===== config.mk =====
export PLATFORM = sky130hd
export DESIGN_NAME = ptp_timer_core
export DESIGN_NICKNAME = d
export VERILOG_FILES = /design/src/rtl/ptp_pkg.sv /design/src/rtl/ptp_time_base.sv /design/src/rtl/ptp_out_div.sv /design/src/rtl/ptp_period_pulse.sv /design/src/rtl/ptp_timer_core.sv
export SDC_FILE = /design/constraint.sdc
export NUM_CORES = 1
export LEC_CHECK = 0
export BUFFER_PORTS_ARGS = -buffer_cell sky130_fd_sc_hd__buf_2
export CAP_MARGIN = 10
export CORE_UTILIZATION = 50
export DETAILED_ROUTE_END_ITERATION = 7
export PLACE_DENSITY = 0.86
export SYNTH_ARGS = -nofsm -noshare
export SYNTH_HDL_FRONTEND = slang
export SYNTH_SLANG_ARGS = --single-unit

===== constraint.sdc =====
create_clock -name clk -period 4.87 [get_ports clk]
set_input_delay 1.461 -clock clk [delete_from_list [all_inputs] [get_ports clk]]
set_output_delay 1.461 -clock clk [all_outputs]
set_load 0.01 [all_outputs]

===== src/rtl/ptp_pkg.sv =====
package ptp_pkg;
  typedef enum logic [1:0] {
    SRC_EXT = 2'd0,
    SRC_SYS = 2'd1,
    SRC_TXC = 2'd2,
    SRC_RTC = 2'd3
  } ref_src_e;

  localparam int unsigned NUM_SRC   = 4;
  localparam int unsigned NUM_PULSE = 2;
endpackage


===== src/rtl/ptp_time_base.sv =====
module ptp_time_base #(
  parameter int TIME_W = 64,
  parameter int ACC_W  = 32,
  parameter int TP_W   = 20
) (
  input  logic              clk,
  input  logic              rst,
  input  logic              step,
  input  logic [ACC_W-1:0]  addend,
  input  logic [TP_W-1:0]   tick_period,
  output logic [TIME_W-1:0] time_ns,
  output logic              tick
);
  logic [ACC_W-1:0] acc;
  logic [ACC_W:0]   sum;

  assign sum = {1'b0, acc} + {1'b0, addend};

  always_ff @(posedge clk) begin
    if (rst) begin
      acc     <= '0;
      tick    <= 1'b0;
      time_ns <= '0;
    end else begin
      tick <= step & sum[ACC_W];
      if (step) begin
        acc <= sum[ACC_W-1:0];
        if (sum[ACC_W]) time_ns <= time_ns + TIME_W'(tick_period);
      end
    end
  end
endmodule


===== src/rtl/ptp_out_div.sv =====
module ptp_out_div #(
  parameter int PSC_W = 16
) (
  input  logic             clk,
  input  logic             rst,
  input  logic             tick,
  input  logic [PSC_W-1:0] prescale,
  output logic             strobe
);
  logic [PSC_W-1:0] cnt;
  logic [PSC_W-1:0] last;

  assign last = (prescale == '0) ? '0 : prescale - PSC_W'(1);

  always_ff @(posedge clk) begin
    if (rst) begin
      cnt    <= '0;
      strobe <= 1'b0;
    end else if (tick) begin
      if (cnt >= last) begin
        cnt    <= '0;
        strobe <= 1'b1;
      end else begin
        cnt    <= cnt + PSC_W'(1);
        strobe <= 1'b0;
      end
    end
  end
endmodule


===== src/rtl/ptp_period_pulse.sv =====
module ptp_period_pulse #(
  parameter int PER_W = 32,
  parameter int TP_W  = 20
) (
  input  logic             clk,
  input  logic             rst,
  input  logic             tick,
  input  logic             en,
  input  logic [TP_W-1:0]  tick_period,
  input  logic [PER_W-1:0] period,
  output logic             pulse
);
  logic [PER_W-1:0] remain;
  logic [PER_W-1:0] tp_ext;

  assign tp_ext = PER_W'(tick_period);

  always_ff @(posedge clk) begin
    if (rst || !en) begin
      remain <= period;
      pulse  <= 1'b0;
    end else if (tick) begin
      if (remain < tp_ext) begin
        remain <= period;
        pulse  <= 1'b1;
      end else begin
        remain <= remain - tp_ext;
        pulse  <= 1'b0;
      end
    end
  end
endmodule


===== src/rtl/ptp_timer_core.sv =====
module ptp_timer_core import ptp_pkg::*; #(
  parameter int TIME_W = 64,
  parameter int ACC_W  = 32,
  parameter int TP_W   = 20,
  parameter int PSC_W  = 16,
  parameter int PER_W  = 32
) (
  input  logic               clk,
  input  logic               rst,
  input  logic [NUM_SRC-1:0] ref_en,
  input  logic [1:0]         src_sel,
  input  logic               src_sel_vld,
  input  logic               pulse_en,
  input  logic [TP_W-1:0]    tick_period,
  input  logic [ACC_W-1:0]   addend,
  input  logic [PSC_W-1:0]   prescale,
  input  logic [PER_W-1:0]   period1,
  input  logic [PER_W-1:0]   period2,
  output logic [TIME_W-1:0]  time_ns,
  output logic               out_clk,
  output logic               pulse1,
  output logic               pulse2
);
  ref_src_e               src;
  logic                   step;
  logic                   tick;
  logic [PER_W-1:0]       per_arr [NUM_PULSE];
  logic [NUM_PULSE-1:0]   pls;

  assign src  = src_sel_vld ? ref_src_e'(src_sel) : SRC_SYS;
  assign step = ref_en[src];

  ptp_time_base #(.TIME_W(TIME_W), .ACC_W(ACC_W), .TP_W(TP_W)) u_base (
    .clk(clk), .rst(rst), .step(step), .addend(addend),
    .tick_period(tick_period), .time_ns(time_ns), .tick(tick)
  );

  ptp_out_div #(.PSC_W(PSC_W)) u_div (
    .clk(clk), .rst(rst), .tick(tick), .prescale(prescale), .strobe(out_clk)
  );

  assign per_arr[0] = period1;
  assign per_arr[1] = period2;

  for (genvar g = 0; g < NUM_PULSE; g++) begin : g_pulse
    ptp_period_pulse #(.PER_W(PER_W), .TP_W(TP_W)) u_pp (
      .clk(clk), .rst(rst), .tick(tick), .en(pulse_en),
      .tick_period(tick_period), .period(per_arr[g]), .pulse(pls[g])
    );
  end

  assign pulse1 = pls[0];
  assign pulse2 = pls[1];
endmodule


# After elaboration in Yosys (flattened, before gate mapping)

Index checks and enable logic that the tools add are counted.

Flip-flop bits (word level): 180
Word-level logic and storage cells: 39

$add $sub $neg: 6
Order comparisons: 4
Muxes and demuxes: 14
Bitwise logic cells: 1
Reduce and logical (&&, ||, !) cells: 5

Operators by type and width:

| kind                                                | count |
|---|---|
| 2-to-1 mux 32 bit                                   | 6 |
| adder 64 x 20 -> 64 bit                             | 1 |
| < comparator 32 x 20 -> 1 bit                       | 2 |
| subtractor 32 x 20 -> 32 bit                        | 2 |
| adder 32 x 32 -> 33 bit                             | 1 |
| 2-to-1 mux 16 bit                                   | 2 |
| adder 16 x 1 -> 16 bit (second input constant)      | 1 |
| >= comparator 16 bit                                | 1 |
| zero test 16 bit                                    | 1 |
| subtractor 16 x 1 -> 16 bit (second input constant) | 1 |
| 2-to-1 mux 1 bit                                    | 4 |
| < comparator 2 x 3 -> 1 bit (second input constant) | 1 |
| binary-select mux 1 bit (select 2 bit)              | 1 |
| 2-to-1 mux 2 bit                                    | 1 |
| AND reduction 2 bit                                 | 1 |
| nonzero test 2 bit                                  | 1 |
| AND 1 bit                                           | 1 |
| zero test 1 bit                                     | 1 |
| logical OR 1 bit                                    | 1 |

# Longest topological paths before layout

Depth in word-level cells: 4
Mapped depth: 17
Depth with buffers taken out: 15

# Cells and area by module

A second synthesis with hierarchy kept.

Cells, all modules: 1635
Area total of the unflattened synthesis: 13515.5 um^2

By module, submodules not included:

| module           | times used | cells an instance | area each (um^2) | seq. area each (um^2) |
|---|---|---|---|---|
| ptp_time_base    | 1          | 784               | 6396.1           | 1941.9 |
| ptp_period_pulse | 2          | 331               | 2815.2           | 980.9 |
| ptp_out_div      | 1          | 183               | 1442.6           | 340.3 |
| ptp_timer_core   | 1          | 6                 | 46.3             | 0.0 |

# Worst setup path after synthesis

Ideal clock, no wire load.

Kind: input to register
Start: input port prescale[10]
End: register u_div.cnt[10]
Data arrival time: 4.791 ns
Required time: 4.784 ns
Path slack: -0.006 ns
Stages on the path: 17
Buffers on the path: 3
Cell sequence: or4_1 -> nor4_1 -> nor2b_1 -> nand4b_1 -> clkbuf_1 -> nand2_1 -> ha_1 -> a21o_1 -> a21o_1 -> a21o_1 -> a21o_1 -> a21oi_1 -> o21ai_0 -> a21o_1 -> clkbuf_1 -> clkbuf_1 -> a211oi_1

Longest elaborated chain between the ends: 4

RTL lines:

| what                                                            | RTL line             | source |
|---|---|---|
| start, declared                                                 | ptp_timer_core.sv:16 | `input logic [PSC_W-1:0] prescale,` |
| subtractor 16 x 1 -> 16 bit or zero test 16 bit (tied branches) | ptp_out_div.sv:13    | `assign last = (prescale == '0) ? '0 : prescale - PSC_W'(1);` |
| 2-to-1 mux 16 bit *                                             | ptp_out_div.sv:13    |  |
| >= comparator 16 bit *                                          | ptp_out_div.sv:20    | `if (cnt >= last) begin` |
| 2-to-1 mux 16 bit *                                             | ptp_out_div.sv:20    |  |
| end signal, assigned                                            | ptp_out_div.sv:24    | `cnt <= cnt + PSC_W'(1);` |
| end, declared                                                   | ptp_out_div.sv:10    | `logic [PSC_W-1:0] cnt;` |

Every way passes the cells marked *; elsewhere a longest branch is shown, timed or not.
A chain may end at the register's enable or synchronous reset.

# Worst setup path after layout

Start: input port prescale[10]
End: register u_div.cnt[13]

The elaborated chain is that of the path after synthesis.

==> run metrics <==
reported leakage power=6.874 nW; GPL Wtd Cong=0.9242; Hold Path Class=flip-flop to flip-flop; CP Class=primary input to flip-flop; Worst EP required=5.22 ns; Port Buf Inserts=208; Setup TNS Final=0 ns; Synth area leaders=dfxtp_1, edfxtp_1, ha_1; Max Buffers Root-to-Sink=2; H-tree depth=4; pwr/cell area=301.9 nW/um2; Cells after Synth=1667; post-synthesis sequential area ratio=30.64%; Clk Tree Root Cell=clkbuf_16; first-pass GRT wire length=58.37 mm; Max Clk Rate=216.7 MHz; DP HPWL=26.56 mm; setup violators final=0; Total Routing Usage GR=24.97%; synth warn=0; Die Wd=168.4 um; crit path time final=4.615 ns; Die Y=168.4 um; TritonCTS clock tree=yes; share of cells above drive strength 1=16.90%; WHS Endpoint=u_base.acc[14]; initial antenna violation count=1; Worst setup EP type=flip-flop; worst-path maximum fanout=17; Post-Syn Nets=1924; number of I/O pins=209; vias in the first global route=12370; Synth cell types=85; Arr. time, crit path=4.96 ns; M1 GR Usage=31.55%; vias per inst=6.036; Layout area overhead=13.76%; worst r2r path cells=12; WL per Instance=16.30 um; relative slew slack=37.37%; PnR worst setup slack=0.2550 ns; met3 usage=4.137%; final worst-path cycle share=94.76%; Hold Crit Depth=2; Final Skew=0.01921 ns; max-slew violations=0; clock transition at the registers of the reported paths=0.08 ns; Worst-Margin Slew=0.9361 ns; Hold Buf Count CTS=0; synthesized area=13850 um2; die area=28370 um2; Syn Area/Cell=8.309 um2; Worst Setup Start Kind=primary input; Reg2Reg Setup Slack=1.42 ns; EDFF count, synth=64; ys flop type=dfxtp_1; post-CTS sizing=0; top-area cell type share of the netlist area=16.77%; CTS Buf Count=17; Nets=2102; RSZ-0062 raised after global routing=false; Hold Crit Start=u_base.acc[14]; grt met2 use=42.50%; peak supply drop=0.0002054 V; Yosys top cell by area=dfxtp_1; GRT busiest layer=met2; clock latency on the worst-skew pair=0.44 ns; Max-Cap Viols=0; register area=4244 um2; Cell Rows=60; setup bufs post-CTS=0; worst reg2reg startpoint=u_base.acc[0]; synthesized flop and latch total=180; outcome=complete, no violations; Placeable Area=27030 um2; largest net degree at the start of global routing=82; DRT iter0 DRCs=1025; fillers=2296; Final Hold Viols=0; via count=13280; final wirelength=35.85 mm; async set-or-reset flop fraction in the synthesized netlist=0%; Starting Density=51.25%; Multi-input gate area=8994 um2; DR pass1 iterations=5; CTS Sinks=180; post-route DRC violation count=0; Setup WS pre-CTS=-0.1911 ns; gr ovfl total=0; ANT nets after route=0; Worst R2R End=u_base.time_ns[46]
==> Yosys cell counts, drive strengths merged, types with 29 or more instances <==
library cell and instances:
a211oi 29, a21o 52, a21oi 140, clkbuf 42, dfxtp 116, edfxtp 64, ha 111, inv 80
mux2 30, nand2 190, nand3 47, nand4 31, nor2 122, nor3 43, o21a 30, o21ai 94
or3 30, xnor2 54, xor2 41
==> state kept, by name, summed over array words and instances, names as in the netlist <==
register,flops
u_base.acc,32
u_div.cnt,16
u_base.time_ns,64
g_pulse.u_pp.remain,64
g_pulse.u_pp.pulse,2
u_base.tick,1
u_div.strobe,1
==> stage by stage <==
| step | cells | utilization [%] | cell area (um2) | hold slack [ns] | power [mW] |
|---|---|---|---|---|---|
| 5_1_grt | 2200 | 58.30 | 15760 | 0.4821 | 5.029 |
| 6_report | 2200 | 58.30 | 15760 | 0.4608 | 4.757 |
| 4_1_cts | 2199 | 58.29 | 15750 | 0.4604 | 4.755 |
| 3_5_place_dp | 2167 | 56.13 | 15170 | 0.4501 | 3.355 |
| 3_3_place_gp | 2167 | 56.13 | 15170 | 0.4424 | 3.297 |
| 2_1_floorplan | 1667 | - | 13850 | 0.4356 | 2.994 |
==> worst max-delay path by stage <==
stage | start | end | slack [ns] | cells past startpoint
2_1_floorplan | prescale[10] | u_div.cnt[10] | 0.005 | 16
3_3_place_gp | prescale[10] | u_div.cnt[3] | 0.03 | 15
3_5_place_dp | prescale[10] | u_div.cnt[14] | -0.19 | 16
4_1_cts | prescale[10] | u_div.cnt[10] | 0.26 | 16
5_1_grt | prescale[10] | u_div.cnt[2] | 0.003 | 15
6_report | prescale[10] | u_div.cnt[13] | 0.25 | 16
==> cell families after synthesis <==
logic type / after synthesis / synth area share (%)
flops: 180 / 30.64
xor+xnor: 95 / 6.007
fa+ha+maj: 115 / 10.61
mux: 38 / 3.017
buf+inv: 147 / 4.444
simple gates: 606 / 21.77
compound gates: 486 / 23.51
==> cell type report <==
class | count | share of cell area [%]
multi-input cells | 1340 | 57.08
clock buffers | 18 | 2.859
clock inverters | 14 | 0.8576
flip-flops and latches | 180 | 26.94
diodes | 1 | 0.01588
repair buffers | 226 | 7.639
well taps | 341 | 2.708
inverters | 80 | 1.906
==> worst max-delay path: stages <==
cell      delay, ns
buf_2          0.11
or4_1          0.55
nor4_1         0.31
nor2b_1        0.23
nand4b_1       0.14
buf_4          0.21
nand2_1        0.07
ha_1           0.24
a21o_1         0.19
a21o_1         0.18
a21o_1         0.18
a21o_1         0.18
a21oi_1        0.13
o21ai_0        0.11
a21o_1         0.36
a211oi_1       0.31
==> cells in the final DEF, fill, tap and decap left out, types with 41 or more instances in the layout <==
cell / instances
o21ai_0: 88
nor3_1: 41
a21o_1: 52
nand2_1: 189
ha_1: 111
dfxtp_1: 116
xnor2_1: 54
inv_1: 80
xor2_1: 41
nor2_1: 121
a21oi_1: 140
nand3_1: 46
buf_2: 207
edfxtp_1: 64
==> power by group <==
part / total [mW] / internal (mW) / switching, mW
Sequential: 1.79 / 1.71 / 0.0785
Combinational: 1.57 / 0.651 / 0.919
Clock: 1.40 / 0.711 / 0.688
Total: 4.76 / 3.07 / 1.68
==> per-layer routing <==
layer | share of wire [%] | vias to the layer above | routed length (um)
met5 | 0 | - | 0
met4 | 2.8 | 0 | 1014
met3 | 6.8 | 70 | 2438
met2 | 47 | 493 | 17020
met1 | 43 | 6208 | 15380
li1 | - | 6509 | -
Note: power is estimated with default switching activity, not from simulation.
